<file path="config.mk">
export PLATFORM = sky130hd
export DESIGN_NAME = msg_gap_timer
export DESIGN_NICKNAME = d
export VERILOG_FILES = /design/src/rtl/img_pkg.sv /design/src/rtl/img_tick_cnt.sv /design/src/rtl/img_acc_cnt.sv /design/src/rtl/img_gap_fsm.sv /design/src/rtl/msg_gap_timer.sv
export SDC_FILE = /design/constraint.sdc
export NUM_CORES = 1
export LEC_CHECK = 0
export CORE_MARGIN = 10
export CORE_UTILIZATION = 57
export CTS_BUF_LIST = sky130_fd_sc_hd__clkbuf_4 sky130_fd_sc_hd__clkbuf_8
export DETAILED_ROUTE_END_ITERATION = 12
export GPL_TIMING_DRIVEN = 0
export PLACE_DENSITY = 0.88
export SYNTH_ARGS = -nofsm -noshare
export SYNTH_HDL_FRONTEND = slang
export SYNTH_HIERARCHICAL = 1
export SYNTH_SLANG_ARGS = --single-unit
</file>
<file path="constraint.sdc">
create_clock -name clk -period 4.79 [get_ports clk]
set_clock_uncertainty 0.1 [all_clocks]
set_input_delay 1.1975 -clock clk [delete_from_list [all_inputs] [get_ports clk]]
set_output_delay 1.1975 -clock clk [all_outputs]
set_load 0.02 [all_outputs]
</file>
<file path="src/rtl/img_pkg.sv">
package img_pkg;
  typedef enum logic [1:0] {
    PH_IDLE = 2'd0,
    PH_GAP  = 2'd1,
    PH_DLY  = 2'd2,
    PH_WAIT = 2'd3
  } img_phase_e;
endpackage

</file>
<file path="src/rtl/img_tick_cnt.sv">
module img_tick_cnt #(
  parameter int W = 16
) (
  input  logic         clk,
  input  logic         rst,
  input  logic         load,
  input  logic [W-1:0] load_val,
  input  logic         tick,
  input  logic         run,
  output logic         zero
);
  logic [W-1:0] cnt;

  always_ff @(posedge clk) begin
    if (rst)                     cnt <= '0;
    else if (load)               cnt <= load_val;
    else if (run && tick && !zero) cnt <= cnt - 1'b1;
  end

  assign zero = (cnt == '0);

  AST_TICK_STEP: assert property (@(posedge clk) disable iff (rst)
    (!load && run && tick && !zero) |=> (cnt == $past(cnt) - 1'b1));
  AST_NO_TICK_HOLD: assert property (@(posedge clk) disable iff (rst)
    (!load && !tick) |=> $stable(cnt));
endmodule

</file>
<file path="src/rtl/img_acc_cnt.sv">
module img_acc_cnt #(
  parameter int NUM_ACC = 6
) (
  input  logic clk,
  input  logic rst,
  input  logic restart,
  input  logic strobe,
  input  logic armed,
  output logic full
);
  localparam int AW = $clog2(NUM_ACC + 1);
  localparam logic [AW-1:0] TOP = AW'(NUM_ACC);

  logic [AW-1:0] cnt;

  always_ff @(posedge clk) begin
    if (rst)                          cnt <= '0;
    else if (restart)                 cnt <= strobe ? AW'(1) : '0;
    else if (armed && strobe && !full) cnt <= cnt + 1'b1;
  end

  assign full = (cnt == TOP);

  AST_ACC_BOUND: assert property (@(posedge clk) disable iff (rst)
    cnt <= TOP);
  AST_ACC_IDLE_HOLD: assert property (@(posedge clk) disable iff (rst)
    (!restart && !armed) |=> $stable(cnt));
endmodule

</file>
<file path="src/rtl/img_gap_fsm.sv">
module img_gap_fsm
  import img_pkg::*;
(
  input  logic       clk,
  input  logic       rst,
  input  logic       eom,
  input  logic       gap_zero,
  input  logic       acc_full,
  input  logic       dly_zero,
  input  logic       dly_req,
  input  logic       wait_req,
  input  logic       wait_trig,
  output img_phase_e phase,
  output logic       accept_eom,
  output logic       dly_load,
  output logic       go
);
  logic dly_pend, wait_pend, go_q, gap_done, take_req;

  assign accept_eom = (phase == PH_IDLE) && eom;
  assign gap_done   = (phase == PH_GAP) && gap_zero && acc_full;
  assign take_req   = (phase == PH_GAP) && !gap_done;
  assign dly_load   = take_req && dly_req;
  assign go         = go_q;

  always_ff @(posedge clk) begin
    if (rst) begin
      phase     <= PH_IDLE;
      dly_pend  <= 1'b0;
      wait_pend <= 1'b0;
      go_q      <= 1'b0;
    end else begin
      go_q <= 1'b0;
      case (phase)
        PH_IDLE: begin
          if (eom) begin
            phase     <= PH_GAP;
            dly_pend  <= 1'b0;
            wait_pend <= 1'b0;
          end
        end
        PH_GAP: begin
          if (gap_done) begin
            if (dly_pend && !dly_zero) phase <= PH_DLY;
            else if (wait_pend)        phase <= PH_WAIT;
            else begin
              phase <= PH_IDLE;
              go_q  <= 1'b1;
            end
          end else begin
            if (dly_req)  dly_pend  <= 1'b1;
            if (wait_req) wait_pend <= 1'b1;
          end
        end
        PH_DLY: begin
          if (dly_zero) begin
            if (wait_pend) phase <= PH_WAIT;
            else begin
              phase <= PH_IDLE;
              go_q  <= 1'b1;
            end
          end
        end
        PH_WAIT: begin
          if (wait_trig) begin
            phase <= PH_IDLE;
            go_q  <= 1'b1;
          end
        end
        default: phase <= PH_IDLE;
      endcase
    end
  end

  AST_GO_PULSE: assert property (@(posedge clk) disable iff (rst)
    go |=> !go);
  AST_WAIT_BLOCKS: assert property (@(posedge clk) disable iff (rst)
    (phase == PH_WAIT && !wait_trig) |=> !go);
  AST_RST_QUIET: assert property (@(posedge clk)
    rst |=> !go);
  AST_GO_IDLE_NEXT: assert property (@(posedge clk) disable iff (rst)
    go |-> (phase == PH_IDLE || phase == PH_GAP));
endmodule

</file>
<file path="src/rtl/msg_gap_timer.sv">
module msg_gap_timer
  import img_pkg::*;
#(
  parameter int GAP_W   = 16,
  parameter int NUM_ACC = 6
) (
  input  logic             clk,
  input  logic             rst,
  input  logic             us_tick,
  input  logic [GAP_W-1:0] dflt_gap,
  input  logic [GAP_W-1:0] msg_gap,
  input  logic             msg_gap_en,
  input  logic             eom,
  input  logic             mem_done,
  input  logic             dly_req,
  input  logic [GAP_W-1:0] dly_val,
  input  logic             wait_req,
  input  logic             wait_trig,
  output logic             go
);
  img_phase_e       phase;
  logic             accept_eom, dly_load;
  logic             gap_zero, dly_zero, acc_full;
  logic [GAP_W-1:0] gap_pick;

  assign gap_pick = msg_gap_en ? msg_gap : dflt_gap;

  img_tick_cnt #(.W(GAP_W)) u_gap_cnt (
    .clk      (clk),
    .rst      (rst),
    .load     (accept_eom),
    .load_val (gap_pick),
    .tick     (us_tick),
    .run      (1'b1),
    .zero     (gap_zero)
  );

  img_tick_cnt #(.W(GAP_W)) u_dly_cnt (
    .clk      (clk),
    .rst      (rst),
    .load     (dly_load),
    .load_val (dly_val),
    .tick     (us_tick),
    .run      (phase == PH_DLY),
    .zero     (dly_zero)
  );

  img_acc_cnt #(.NUM_ACC(NUM_ACC)) u_acc_cnt (
    .clk     (clk),
    .rst     (rst),
    .restart (accept_eom),
    .strobe  (mem_done),
    .armed   (phase == PH_GAP),
    .full    (acc_full)
  );

  img_gap_fsm u_fsm (
    .clk        (clk),
    .rst        (rst),
    .eom        (eom),
    .gap_zero   (gap_zero),
    .acc_full   (acc_full),
    .dly_zero   (dly_zero),
    .dly_req    (dly_req),
    .wait_req   (wait_req),
    .wait_trig  (wait_trig),
    .phase      (phase),
    .accept_eom (accept_eom),
    .dly_load   (dly_load),
    .go         (go)
  );

  AST_GO_AFTER_ACC: assert property (@(posedge clk) disable iff (rst)
    go |-> acc_full);
  AST_GO_GAP_SPENT: assert property (@(posedge clk) disable iff (rst)
    go |-> gap_zero);
  AST_BUSY_EOM_IGNORED: assert property (@(posedge clk) disable iff (rst)
    (eom && phase != PH_IDLE) |=> !$rose(phase == PH_GAP));
endmodule

</file>
# Word-level counts from Yosys, hierarchy flattened
# Cells that the tools add are included.
[op_classes]
n_addsub = 3
eq_ne = 11
n_mux = 28
reduce_logical = 25
[op_table]
columns = ["op", "n"]
rows = [
  ["16-bit two-way mux", 5],
  ["16-bit logical NOT", 2],
  ["16-bit by 1-bit subtractor with 16-bit output, second input constant", 2],
  ["2-bit two-way mux", 6],
  ["4-bit AND reduction", 3],
  ["1-bit logical AND", 11],
  ["1-bit two-way mux", 11],
  ["2-bit inequality test, second input constant", 5],
  ["2-bit case mux with 4 select lines", 1],
  ["2-bit nonzero test", 4],
  ["3-bit two-way mux", 2],
  ["2-bit == test, second input constant", 2],
  ["1-bit logical NOT", 4],
  ["2-bit by 1-bit inequality test with 1-bit output, second input constant", 2],
  ["1-bit case mux with 2 select lines", 2],
  ["3-bit by 1-bit adder with 3-bit output, second input constant", 1],
  ["3-bit == test, second input constant", 1],
  ["1-bit case mux with 3 select lines", 1],
  ["2-bit by 1-bit == test with 1-bit output, second input constant", 1],
  ["2-bit logical NOT", 1],
]
[word_totals]
reg_bits = 40
out_inout_bits = 1
word_cells = 74

# Longest topological paths before layout
# Gate-level depths: netlist of the first run.
[depth]
ltp_word = 7
ltp_mapped = 13
depth_no_buf = 11

# Cells and area by module
# Netlist of the first run, hierarchy kept.
[by_module_without_submodules]
columns = ["module", "n_inst", "cells_each", "area_per_inst_um2"]
rows = [
  ["img_tick_cnt", 2, 127, 987.2],
  ["img_gap_fsm", 1, 38, 305.3],
  ["msg_gap_timer", 1, 21, 265.3],
  ["img_acc_cnt", 1, 20, 175.2],
]

# Worst setup path after synthesis of the first run
# Ideal clock, no wire load.
[synth_timing]
kind = "input to register"
start = "in eom"
end = "reg u_gap_cnt.cnt[8]"
t_arrival_ns = 2.478
required_time_ns = 4.558
slack_ns = 2.079
path_stages = 6
path_buffers = 2
cell_sequence = "nor3b_1 > clkbuf_1 > inv_2 > clkbuf_1 > o21ai_0 > a21oi_1"
[synth_via]
elab_chain_cells = 2
elab_cells_between_ends = 3
[synth_lines]
columns = ["element", "line_no", "rtl"]
rows = [
  ["start: declaration", "msg_gap_timer.sv:13", "input logic eom,"],
  ["1-bit logical AND *", "img_gap_fsm.sv:20", "assign accept_eom = (phase == PH_IDLE) && eom;"],
  ["16-bit two-way mux / 2-bit nonzero test (equally long branches)", "n/a", ""],
  ["end signal: assignment", "img_tick_cnt.sv:16", "else if (load) cnt <= load_val;"],
  ["end signal: assignment", "img_tick_cnt.sv:17", "else if (run && tick && !zero) cnt <= cnt - 1'b1;"],
  ["end: declaration", "img_tick_cnt.sv:12", "logic [W-1:0] cnt;"],
]
# Every way passes the cells marked *; elsewhere a longest branch is shown, timed or not.
# A chain may end at the register's enable or synchronous reset.

# Final worst setup path of the first run
[layout_timing]
start = "in eom"
end = "reg u_gap_cnt.cnt[12]"
[layout_via]
elab_chain_cells = 2
elab_cells_between_ends = 3
[layout_lines]
columns = ["element", "line_no", "rtl"]
rows = [
  ["1-bit logical AND *", "img_gap_fsm.sv:20", ""],
  ["named net accept_eom", "msg_gap_timer.sv:22", "logic accept_eom, dly_load;"],
  ["16-bit two-way mux / 2-bit nonzero test (equally long branches)", "n/a", ""],
]
# The timed path passes the listed nets; every way through them passes the cells marked *.

==> results of run 1 <==
[cells in the mapped netlist, types with 2 or more instances]
master,n
and4_1,2
a311oi_2,2
nor4_2,2
or4_4,2
o41ai_1,4
o21a_1,2
o31ai_1,5
buf_2,3
nor2_1,30
o21ai_1,5
a2111oi_1,2
or3b_1,2
a2111oi_0,4
xnor2_1,8
a211oi_1,10
mux2_2,6
mux2_4,10
ha_1,4
inv_1,11
nor3b_1,3
inv_2,2
o221ai_1,2
clkbuf_1,10
or3_1,9
a21oi_1,19
a311oi_1,9
nor4b_1,2
or4_1,4
and3_2,2
o211ai_1,4
nand2_1,36
o21ai_0,7
o311a_1,2
o21ai_2,2
nor3_1,11
nor4_1,4
nand4_1,5
nand3_1,13
and2_1,3
nand2b_1,2
dfxtp_1,40
nor2b_1,7
xor2_1,8
[kinds of logic after synthesis]
logic type	Yosys count	synth area share, %
AOI/OAI and AO/OA	85	22.72
xor gates and xnor gates	16	5.152
adders and majority gates	4	1.840
buffers and inverters	28	4.876
DFF	40	29.44
muxes	16	8.003
other	1	0.1379
and+or+nand+nor	143	27.83
[cell usage in the layout (no fill, tap or decap), types with 5 or more instances in the layout]
cell type and count:
dfxtp_1 40, clkbuf_1 10, clkbuf_8 5, o21ai_0 7
or3_1 9, xor2_1 8, nor3_1 11, nor2b_1 7
mux2_4 10, o21ai_1 5, xnor2_1 8, nand3_1 13
inv_1 11, a21oi_1 19, mux2_2 6, nand2_1 36
a211oi_1 10, o31ai_1 5, a311oi_1 9, clkdlybuf4s50_1 56
nor2_1 30, nand4_1 5
[layer usage]
metal	part of all wire [%]	track usage (%)
met3	7.1	3.829
met1	40	21.71
met2	52	36.50
met5	0	0
met4	1.1	6.358
[tightest hold or removal path, delay by kind of cell (launching register included)]
kind / cells / cell delay (ns)
compound gates: 2 / 0.15
flops: 1 / 0.32
[per-stage QoR]
stage | worst slack [ns] | std cells | power (mW)
global route | 1.118 | 452 | 1.052
finish | 1.295 | 452 | 0.9990
global placement | 1.116 | 444 | 0.7025
floorplan | 2.079 | 334 | 0.6090
detailed placement | 1.004 | 444 | 0.7138
CTS | 1.306 | 452 | 0.9937
[path summary, 6_finish.rpt]
kind	endpoint	slack [ns]	cells past startpoint
worst max register to register	u_dly_cnt/cnt[1]	1.52	12
worst min register to register	u_gap_cnt/cnt[15]	0.41	2
worst min-delay path	u_gap_cnt/cnt[15]	0.41	2
worst max-delay path	u_gap_cnt/cnt[12]	1.29	7
[state kept, by name (all words and copies together) (netlist names)]
signal / cells
u_fsm/wait_pend: 1
u_acc_cnt/cnt: 3
u_gap_cnt/cnt: 16
u_fsm/phase: 2
u_dly_cnt/cnt: 16
u_fsm/go: 1
u_fsm/dly_pend: 1
[power by group through the flow]
| stage | Clock [mW] | Sequential, mW | Combinational (mW) |
|---|---|---|---|
| floorplan | 0 | 0.396 | 0.212 |
| global placement | 0 | 0.403 | 0.299 |
| detailed placement | 0 | 0.406 | 0.308 |
| CTS | 0.285 | 0.399 | 0.310 |
| global route | 0.299 | 0.404 | 0.348 |
| finish | 0.284 | 0.401 | 0.315 |
[final cells by class]
type	instances	area share, %
inverters	13	1.409
plain buffers	15	2.421
clock buffers	6	2.204
well taps	54	1.951
clock inverters	2	1.012
repair buffers	56	16.18
multi-input cells	266	51.70
flip-flops and latches	40	23.12
==> results.sh, run 1 <==
export IMPL_synth_distinct_cells=56
export IMPL_peakVddDrop_mv=0.2055
export IMPL_start_util_pct=58.36
export IMPL_async_flop_share_pct=0
export IMPL_ys_ff_latch=40
export IMPL_p_sw_mw=0.3255
export IMPL_yosys_warnings=6
export IMPL_htree_num_levels=2
export IMPL_crit_arrival_ns=3.55
export IMPL_setup_viol=0
export IMPL_cts_resized_gates=0
export IMPL_yosysSeqAreaShare_pct=29.44
export IMPL_synthTopCellsByArea="dfxtp_1, mux2_4, nand2_1"
export IMPL_rows=25
export IMPL_worstMarginPinSlew_ns=0.9495
export IMPL_maxSlewViolCount=0
export IMPL_power_frac_seq_pct=40.1
export IMPL_core_um2=4661
export IMPL_grt_overflow=0
export IMPL_grt_pass1_wl_um=12770
export IMPL_track_usage_pct=19.65
export IMPL_grt_max_degree=23
export IMPL_ys_flop_type="dfxtp_1"
export IMPL_start_kind="input port"
export IMPL_clkPwrFrac_pct=28.4
export IMPL_drive_gt1_share_pct=11.56
export IMPL_finalCritPeriodShare_pct=72.97
export IMPL_critical_path_top_delay_family="buffers and inverters"
export IMPL_gp_congestion=0.9522
export IMPL_holdBufCountCts=0
export IMPL_power_frac_comb_pct=31.5
export IMPL_final_core_util_pct=74.31
export IMPL_crit_fanout=10
export IMPL_power_leakage_nw=1.274
export IMPL_cts_buffers=5
export IMPL_fin_crit_ns=3.495
export IMPL_cts_tree="built"
export IMPL_rsz0062_at_grt="no"
export IMPL_path_cells="clkdlybuf4s50_1 > nor3b_1 > clkbuf_1 > inv_2 > clkbuf_1 > o21ai_0 > a21oi_1"
export IMPL_first_global_vias=2789
export IMPL_dr_pass1_iters=5
export IMPL_viasPerCell=6.265
export IMPL_synth_top_area_cell="dfxtp_1"
export IMPL_finalInstanceArea_um2=3463
export IMPL_clock_latency_ns=0.29
export IMPL_synth_top_area_share_pct=29.44
export IMPL_drc=0
export IMPL_outcome="complete, no violations"
export IMPL_antenna_found_initial=0
export IMPL_multi_input_area_um2=1790
export IMPL_critPathMaxStageDelay_ns=0.77
export IMPL_maxCapViolCount=0
export IMPL_finalHoldViolCount=0
export IMPL_area_growth_pct=27.32
export IMPL_swShare_pct=32.59
export IMPL_cp_common_cell="clkbuf_1"
export IMPL_port_buffers=56
export IMPL_worstHoldPathType="reg2reg"
export IMPL_crit_type="in2reg"
export IMPL_syn_area_per_cell_um2=8.168
export IMPL_num_vias=2832
export IMPL_crit_path_top_delay_cell="nor3b_1"
export IMPL_cts_setup_buffers=0
export IMPL_first_iter_violations=271
export IMPL_worstHoldStart="u_gap_cnt/cnt[15]"
export IMPL_fin_tns_setup_ns=0
export IMPL_diodes=0
export IMPL_placed_area_um2=3352
export IMPL_fin_hold_ws_ns=0.4099
export IMPL_r2r_start="u_gap_cnt/cnt[0]"
export IMPL_regArea_um2=800.8
export IMPL_clock_root_buffer="clkbuf_8"
export IMPL_ant_nets=0
export IMPL_syn_area_um2=2720
export IMPL_die_area_um2=7935
export IMPL_max_slew_margin_rel_pct=36.57
export IMPL_path_buf_inv=4
export IMPL_syn_inst=333
export IMPL_io_pin_count=58
export IMPL_clock_sink_count=40
export IMPL_path_clk_slew_ns=0.08
export IMPL_cp_end_kind="flip-flop"
export IMPL_crit_required_ns=4.84
export IMPL_routedWlPerCell_um=17.19
export IMPL_fillers=354
export IMPL_dpl_hpwl_um=5810
export IMPL_routed_wl_um=7771
export IMPL_synth_edf_count=0
export IMPL_die_w_um=89.08
export IMPL_cp_startpoint="eom"
export IMPL_fmax_mhz=286.1
export IMPL_die_h_um=89.08
export IMPL_ctsLongestPathBuffers=2
export IMPL_p_int_mw=0.6735
export IMPL_power_density_nw_per_um2=288.5
export IMPL_nets=458
Power figures use the tool's default switching activity.
==> inputs of run 2 (changes only) <==
--- a/config.mk
+++ b/config.mk
@@ -6,11 +6,11 @@
 export NUM_CORES = 1
 export LEC_CHECK = 0
 export CORE_MARGIN = 10
-export CORE_UTILIZATION = 57
+export CORE_UTILIZATION = 53
 export CTS_BUF_LIST = sky130_fd_sc_hd__clkbuf_4 sky130_fd_sc_hd__clkbuf_8
 export DETAILED_ROUTE_END_ITERATION = 12
 export GPL_TIMING_DRIVEN = 0
-export PLACE_DENSITY = 0.88
+export PLACE_DENSITY = 0.83
 export SYNTH_ARGS = -nofsm -noshare
 export SYNTH_HDL_FRONTEND = slang
 export SYNTH_HIERARCHICAL = 1
==> constraint.sdc (replaced) <==
create_clock -name clk -period 3.5 [get_ports clk]
set_clock_uncertainty 0.1 [all_clocks]
set_input_delay 0.875 -clock clk [delete_from_list [all_inputs] [get_ports clk]]
set_output_delay 0.875 -clock clk [all_outputs]
set_load 0.02 [all_outputs]
==> results.sh, run 2 (synthesized netlist as in run 1, its figures left out) <==
export IMPL_port_buffers=56
export IMPL_grt_max_degree=23
export IMPL_grt_overflow=0
export IMPL_gp_congestion=0.9153
export IMPL_dpl_cell_count=460
export IMPL_finalCritPeriodShare_pct=91.71
export IMPL_crit_path_top_delay_cell="nor3b_1"
export IMPL_ant_nets=0
export IMPL_clock_latency_ns=0.30
export IMPL_cp_end_kind="flip-flop"
export IMPL_fin_crit_ns=3.210
export IMPL_crit_arrival_ns=3.29
export IMPL_routed_wl_um=7563
export IMPL_mostFrequentLayoutCells="clkdlybuf4s50_1, dfxtp_1, nand2_1"
export IMPL_drive_gt1_share_pct=11.56
export IMPL_num_vias=2767
export IMPL_grt_pass1_wl_um=12680
export IMPL_clock_root_buffer="clkbuf_8"
export IMPL_first_global_vias=2672
export IMPL_crit_type="reg2reg"
export IMPL_path_buf_inv=4
export IMPL_die_h_um=91.64
export IMPL_antenna_found_initial=0
export IMPL_die_area_um2=8398
export IMPL_crit_required_ns=3.58
export IMPL_nets=458
export IMPL_max_slew_margin_rel_pct=38.02
export IMPL_fin_cells=468
export IMPL_first_iter_violations=170
export IMPL_die_w_um=91.64
export IMPL_drc=0
export IMPL_power_leakage_nw=1.268
export IMPL_diodes=0
export IMPL_core_um2=5042
export IMPL_power_density_nw_per_um2=377.3
export IMPL_dpl_hpwl_um=5680
export IMPL_finalHoldViolCount=0
export IMPL_viasPerCell=5.912
export IMPL_track_usage_pct=17.74
export IMPL_final_common_cell="clkdlybuf4s50_1"
export IMPL_start_util_pct=53.95
export IMPL_cts_tree="built"
export IMPL_start_kind="flip-flop"
export IMPL_fillers=416
export IMPL_fin_tns_setup_ns=0
export IMPL_reg_largest_list="u_dly_cnt/cnt: 16 flops, u_gap_cnt/cnt: 16 flops, u_acc_cnt/cnt: 3 flops"
export IMPL_critical_path_top_delay_family="simple AND/OR/NAND/NOR gates"
export IMPL_maxCapViolCount=0
export IMPL_outcome="complete, no violations"
export IMPL_io_pin_count=58
export IMPL_ctsLongestPathBuffers=2
export IMPL_p_total_mw=1.309
export IMPL_holdBufCountCts=0
export IMPL_grtUsageMet1_pct=20.96
export IMPL_htree_num_levels=2
export IMPL_cts_resized_gates=0
export IMPL_crit_fanout=10
export IMPL_dr_pass1_iters=5
export IMPL_path_clk_slew_ns=0.08
export IMPL_routedWlPerCell_um=16.16
export IMPL_worstHoldPathType="reg2reg"
export IMPL_rows=26
export IMPL_cts_setup_buffers=0
export IMPL_cts_buffers=5
export IMPL_setup_viol=0
export IMPL_met3_usage_pct=4.156
export IMPL_critPathMaxStageDelay_ns=0.40
export IMPL_area_growth_pct=27.55
export IMPL_path_cells="inv_1 > ha_1 > nor3b_1 > nand2_1 > nor2_1 > a21boi_2 > and2_1 > clkbuf_1 > inv_2 > clkbuf_1 > nor2_1 > a311oi_1"
export IMPL_grt_busiest_layer="met2"
export IMPL_met2_usage_pct=31.16
export IMPL_worstMarginPinSlew_ns=0.9268
export IMPL_fmax_mhz=311.5
export IMPL_rsz0062_at_grt="no"
export IMPL_clock_sink_count=40
export IMPL_peakVddDrop_mv=0.3001
export IMPL_maxSlewViolCount=0
==> run 2: path summary, 6_finish.rpt <==
kind                          start                 to  slack (ns)  cells past startpoint
hold / removal    u_gap_cnt/cnt[15]  u_gap_cnt/cnt[15]        0.40                      2
setup reg to reg   u_gap_cnt/cnt[0]  u_dly_cnt/cnt[15]        0.29                     12
setup / recovery   u_gap_cnt/cnt[0]  u_dly_cnt/cnt[15]        0.29                     12
hold reg to reg   u_gap_cnt/cnt[15]  u_gap_cnt/cnt[15]        0.40                      2
==> run 2: metrics by stage <==
step	hold slack, ns	util, %	worst slack, ns	instance area, µm²
after global placement	0.3722	66.87	0.1140	3372
final	0.3993	68.81	0.2900	3470
after global routing	0.4336	68.81	0.04254	3470
after floorplan	0.3564	-	0.9746	2724
after detailed placement	0.3930	66.87	0.04776	3372
after CTS	0.4047	68.81	0.3580	3470
==> run 2: worst register-to-register path: stages (launching register included) <==
cell	delay [ns]
dfxtp_1	0.35
inv_1	0.07
ha_1	0.17
nor3b_1	0.40
nand2_1	0.28
nor2_1	0.28
a21boi_2	0.13
and2_1	0.18
clkbuf_1	0.19
inv_2	0.13
clkbuf_1	0.36
nor2_1	0.12
a311oi_1	0.31
==> run 2: final cells by class <==
| cell class | count | area, µm² | area share [%] |
|---|---|---|---|
| well taps | 70 | 87.58 | 2.524 |
| flip-flops and latches | 40 | 800.8 | 23.08 |
| repair buffers | 56 | 560.5 | 16.16 |
| clock buffers | 8 | 97.59 | 2.813 |
| inverters | 13 | 48.80 | 1.406 |
| multi-input cells | 266 | 1790 | 51.60 |
| plain buffers | 15 | 83.83 | 2.416 |
==> run 2: power breakdown <==
| group | total (mW) | internal (mW) | switching [mW] |
|---|---|---|---|
| Sequential | 0.546 | 0.496 | 0.0506 |
| Clock | 0.335 | 0.176 | 0.159 |
| Combinational | 0.427 | 0.207 | 0.221 |
==> run 2: per-layer routing <==
| layer | wire (µm) | vias to the layer above |
|---|---|---|
| met3 | 416 | 12 |
| met5 | 0 | - |
| li1 | - | 1365 |
| met1 | 3246 | 1287 |
| met4 | 72 | 0 |
| met2 | 3827 | 103 |
==> inputs of run 3 (changes only) <==
--- a/config.mk
+++ b/config.mk
@@ -5,9 +5,11 @@
 export SDC_FILE = /design/constraint.sdc
 export NUM_CORES = 1
 export LEC_CHECK = 0
+export CORE_ASPECT_RATIO = 1.2
 export CORE_MARGIN = 10
 export CORE_UTILIZATION = 53
 export CTS_BUF_LIST = sky130_fd_sc_hd__clkbuf_4 sky130_fd_sc_hd__clkbuf_8
+export CTS_CLUSTER_SIZE = 20
 export DETAILED_ROUTE_END_ITERATION = 12
 export GPL_TIMING_DRIVEN = 0
 export PLACE_DENSITY = 0.83
==> results.sh, run 3 (synthesized netlist as in run 1, its figures left out) <==
export IMPL_r2r_start="u_gap_cnt/cnt[0]"
export IMPL_ctsLongestPathBuffers=2
export IMPL_cts_resized_gates=0
export IMPL_die_h_um=98.48
export IMPL_cp_startpoint="u_gap_cnt/cnt[0]"
export IMPL_power_leakage_nw=1.263
export IMPL_drive_gt1_share_pct=11.59
export IMPL_peakVddDrop_mv=0.2694
export IMPL_maxCapViolCount=0
export IMPL_max_slew_margin_rel_pct=35.42
export IMPL_htree_num_levels=2
export IMPL_power_density_nw_per_um2=370.5
export IMPL_start_kind="flip-flop"
export IMPL_setup_viol=0
export IMPL_worstMarginPinSlew_ns=0.9657
export IMPL_grt_pass1_wl_um=12800
export IMPL_viasPerCell=5.904
export IMPL_dr_pass1_iters=4
export IMPL_final_common_cell="clkdlybuf4s50_1"
export IMPL_area_growth_pct=26.54
export IMPL_nets=458
export IMPL_drc=0
export IMPL_die_w_um=85.40
export IMPL_clock_root_buffer="clkbuf_8"
export IMPL_grt_busiest_layer="met2"
export IMPL_start_util_pct=55.07
export IMPL_worstReg2RegEnd="u_dly_cnt/cnt[14]"
export IMPL_mostFrequentLayoutCells="clkdlybuf4s50_1, dfxtp_1, nand2_1"
export IMPL_port_buffers=56
export IMPL_io_pin_count=58
export IMPL_track_usage_pct=18.05
export IMPL_fin_tns_setup_ns=0
export IMPL_met3_usage_pct=4.366
export IMPL_maxSlewViolCount=0
export IMPL_met2_usage_pct=31.87
export IMPL_reg_largest_list="u_dly_cnt/cnt: 16 flops, u_gap_cnt/cnt: 16 flops, u_acc_cnt/cnt: 3 flops"
export IMPL_first_global_vias=2677
export IMPL_routed_wl_um=7525
export IMPL_gp_congestion=1.014
export IMPL_grt_max_degree=23
export IMPL_worstHoldPathType="reg2reg"
export IMPL_fin_crit_ns=3.241
export IMPL_cts_setup_buffers=0
export IMPL_fmax_mhz=308.5
export IMPL_cts_buffers=5
export IMPL_ff2ff_path_depth=12
export IMPL_cp_endpoint="u_dly_cnt/cnt[14]"
export IMPL_dpl_hpwl_um=5609
export IMPL_diodes=0
export IMPL_outcome="complete, no violations"
export IMPL_routedWlPerCell_um=16.47
export IMPL_final_setup_worst_slack_ns=0.2588
export IMPL_grtUsageMet1_pct=20.48
export IMPL_crit_fanout=10
export IMPL_fillers=414
export IMPL_cts_tree="built"
export IMPL_first_iter_violations=205
export IMPL_rsz0062_at_grt="no"
export IMPL_final_core_util_pct=69.68
export IMPL_crit_type="reg2reg"
export IMPL_cp_end_kind="flip-flop"
export IMPL_grt_overflow=0
export IMPL_ant_nets=0
export IMPL_clock_sink_count=40
export IMPL_finalHoldViolCount=0
export IMPL_die_area_um2=8410
export IMPL_num_vias=2698
export IMPL_pre_cts_ws_ns=0.06276
export IMPL_crit_arrival_ns=3.37
export IMPL_crit_required_ns=3.63
export IMPL_finalCritPeriodShare_pct=92.60
export IMPL_antenna_found_initial=0
export IMPL_core_um2=4940
export IMPL_clock_latency_ns=0.30
export IMPL_holdBufCountCts=0
export IMPL_path_clk_slew_ns=0.07
export IMPL_multi_input_area_um2=1790
export IMPL_rows=28
export IMPL_regArea_um2=800.8
export IMPL_r2r_slack_ns=0.26
-- run 3: cell types whose count changed in the layout (fill, tap and decap cells not counted), sizes merged --
cell,before,now
clkbuf,18,16
clkinv,0,1
-- run 3: area by class of cell --
type                       instances  share of cell area (%)
timing repair buffer              56                   16.29
clock inverter                     1                  0.1454
clock buffer                       6                   2.217
tap                               60                   2.181
sequential                        40                   23.26
inverter                          13                   1.418
buffer                            15                   2.472
multi-input combinational        266                   52.02
-- run 3: metal layers --
metal / wire length [µm] / vias to the layer above
met5: 0 / -
met4: 124 / 0
met3: 464 / 12
met2: 3827 / 97
met1: 3108 / 1214
li1: - / 1375
-- run 3: worst min path at each step --
stage | startpoint | end | slack, ns | cells past startpoint
2_1_floorplan | u_dly_cnt/cnt[15] | u_dly_cnt/cnt[15] | 0.36 | 2
3_5_place_dp | u_dly_cnt/cnt[15] | u_dly_cnt/cnt[15] | 0.39 | 2
6_report | u_dly_cnt/cnt[15] | u_dly_cnt/cnt[15] | 0.40 | 2
5_1_grt | u_dly_cnt/cnt[15] | u_dly_cnt/cnt[15] | 0.44 | 2
3_3_place_gp | u_dly_cnt/cnt[15] | u_dly_cnt/cnt[15] | 0.37 | 2
4_1_cts | u_dly_cnt/cnt[15] | u_dly_cnt/cnt[15] | 0.40 | 2
-- run 3: critical path: stages (launching register included) --
cell	delay (ns)
dfxtp_1	0.36
inv_1	0.07
ha_1	0.17
nor3b_1	0.44
nand2_1	0.28
nor2_1	0.31
a21boi_2	0.14
and2_1	0.18
clkbuf_1	0.21
inv_2	0.15
clkbuf_1	0.44
nand3_1	0.15
a21oi_1	0.16
-- run 3: per-stage QoR --
step	hold slack (ns)	area, µm²	total power [mW]	std cells
finish	0.3991	3442	1.275	457
global route	0.4361	3442	1.359	457
CTS	0.3996	3441	1.276	457
floorplan	0.3564	2724	0.8334	334
detailed placement	0.3861	3359	0.9729	450
global placement	0.3742	3359	0.9643	450
-- run 3: power breakdown --
group	internal, mW	total, mW	switching (mW)
clock	0.143	0.303	0.160
sequential	0.496	0.546	0.0505
combinational	0.207	0.426	0.219
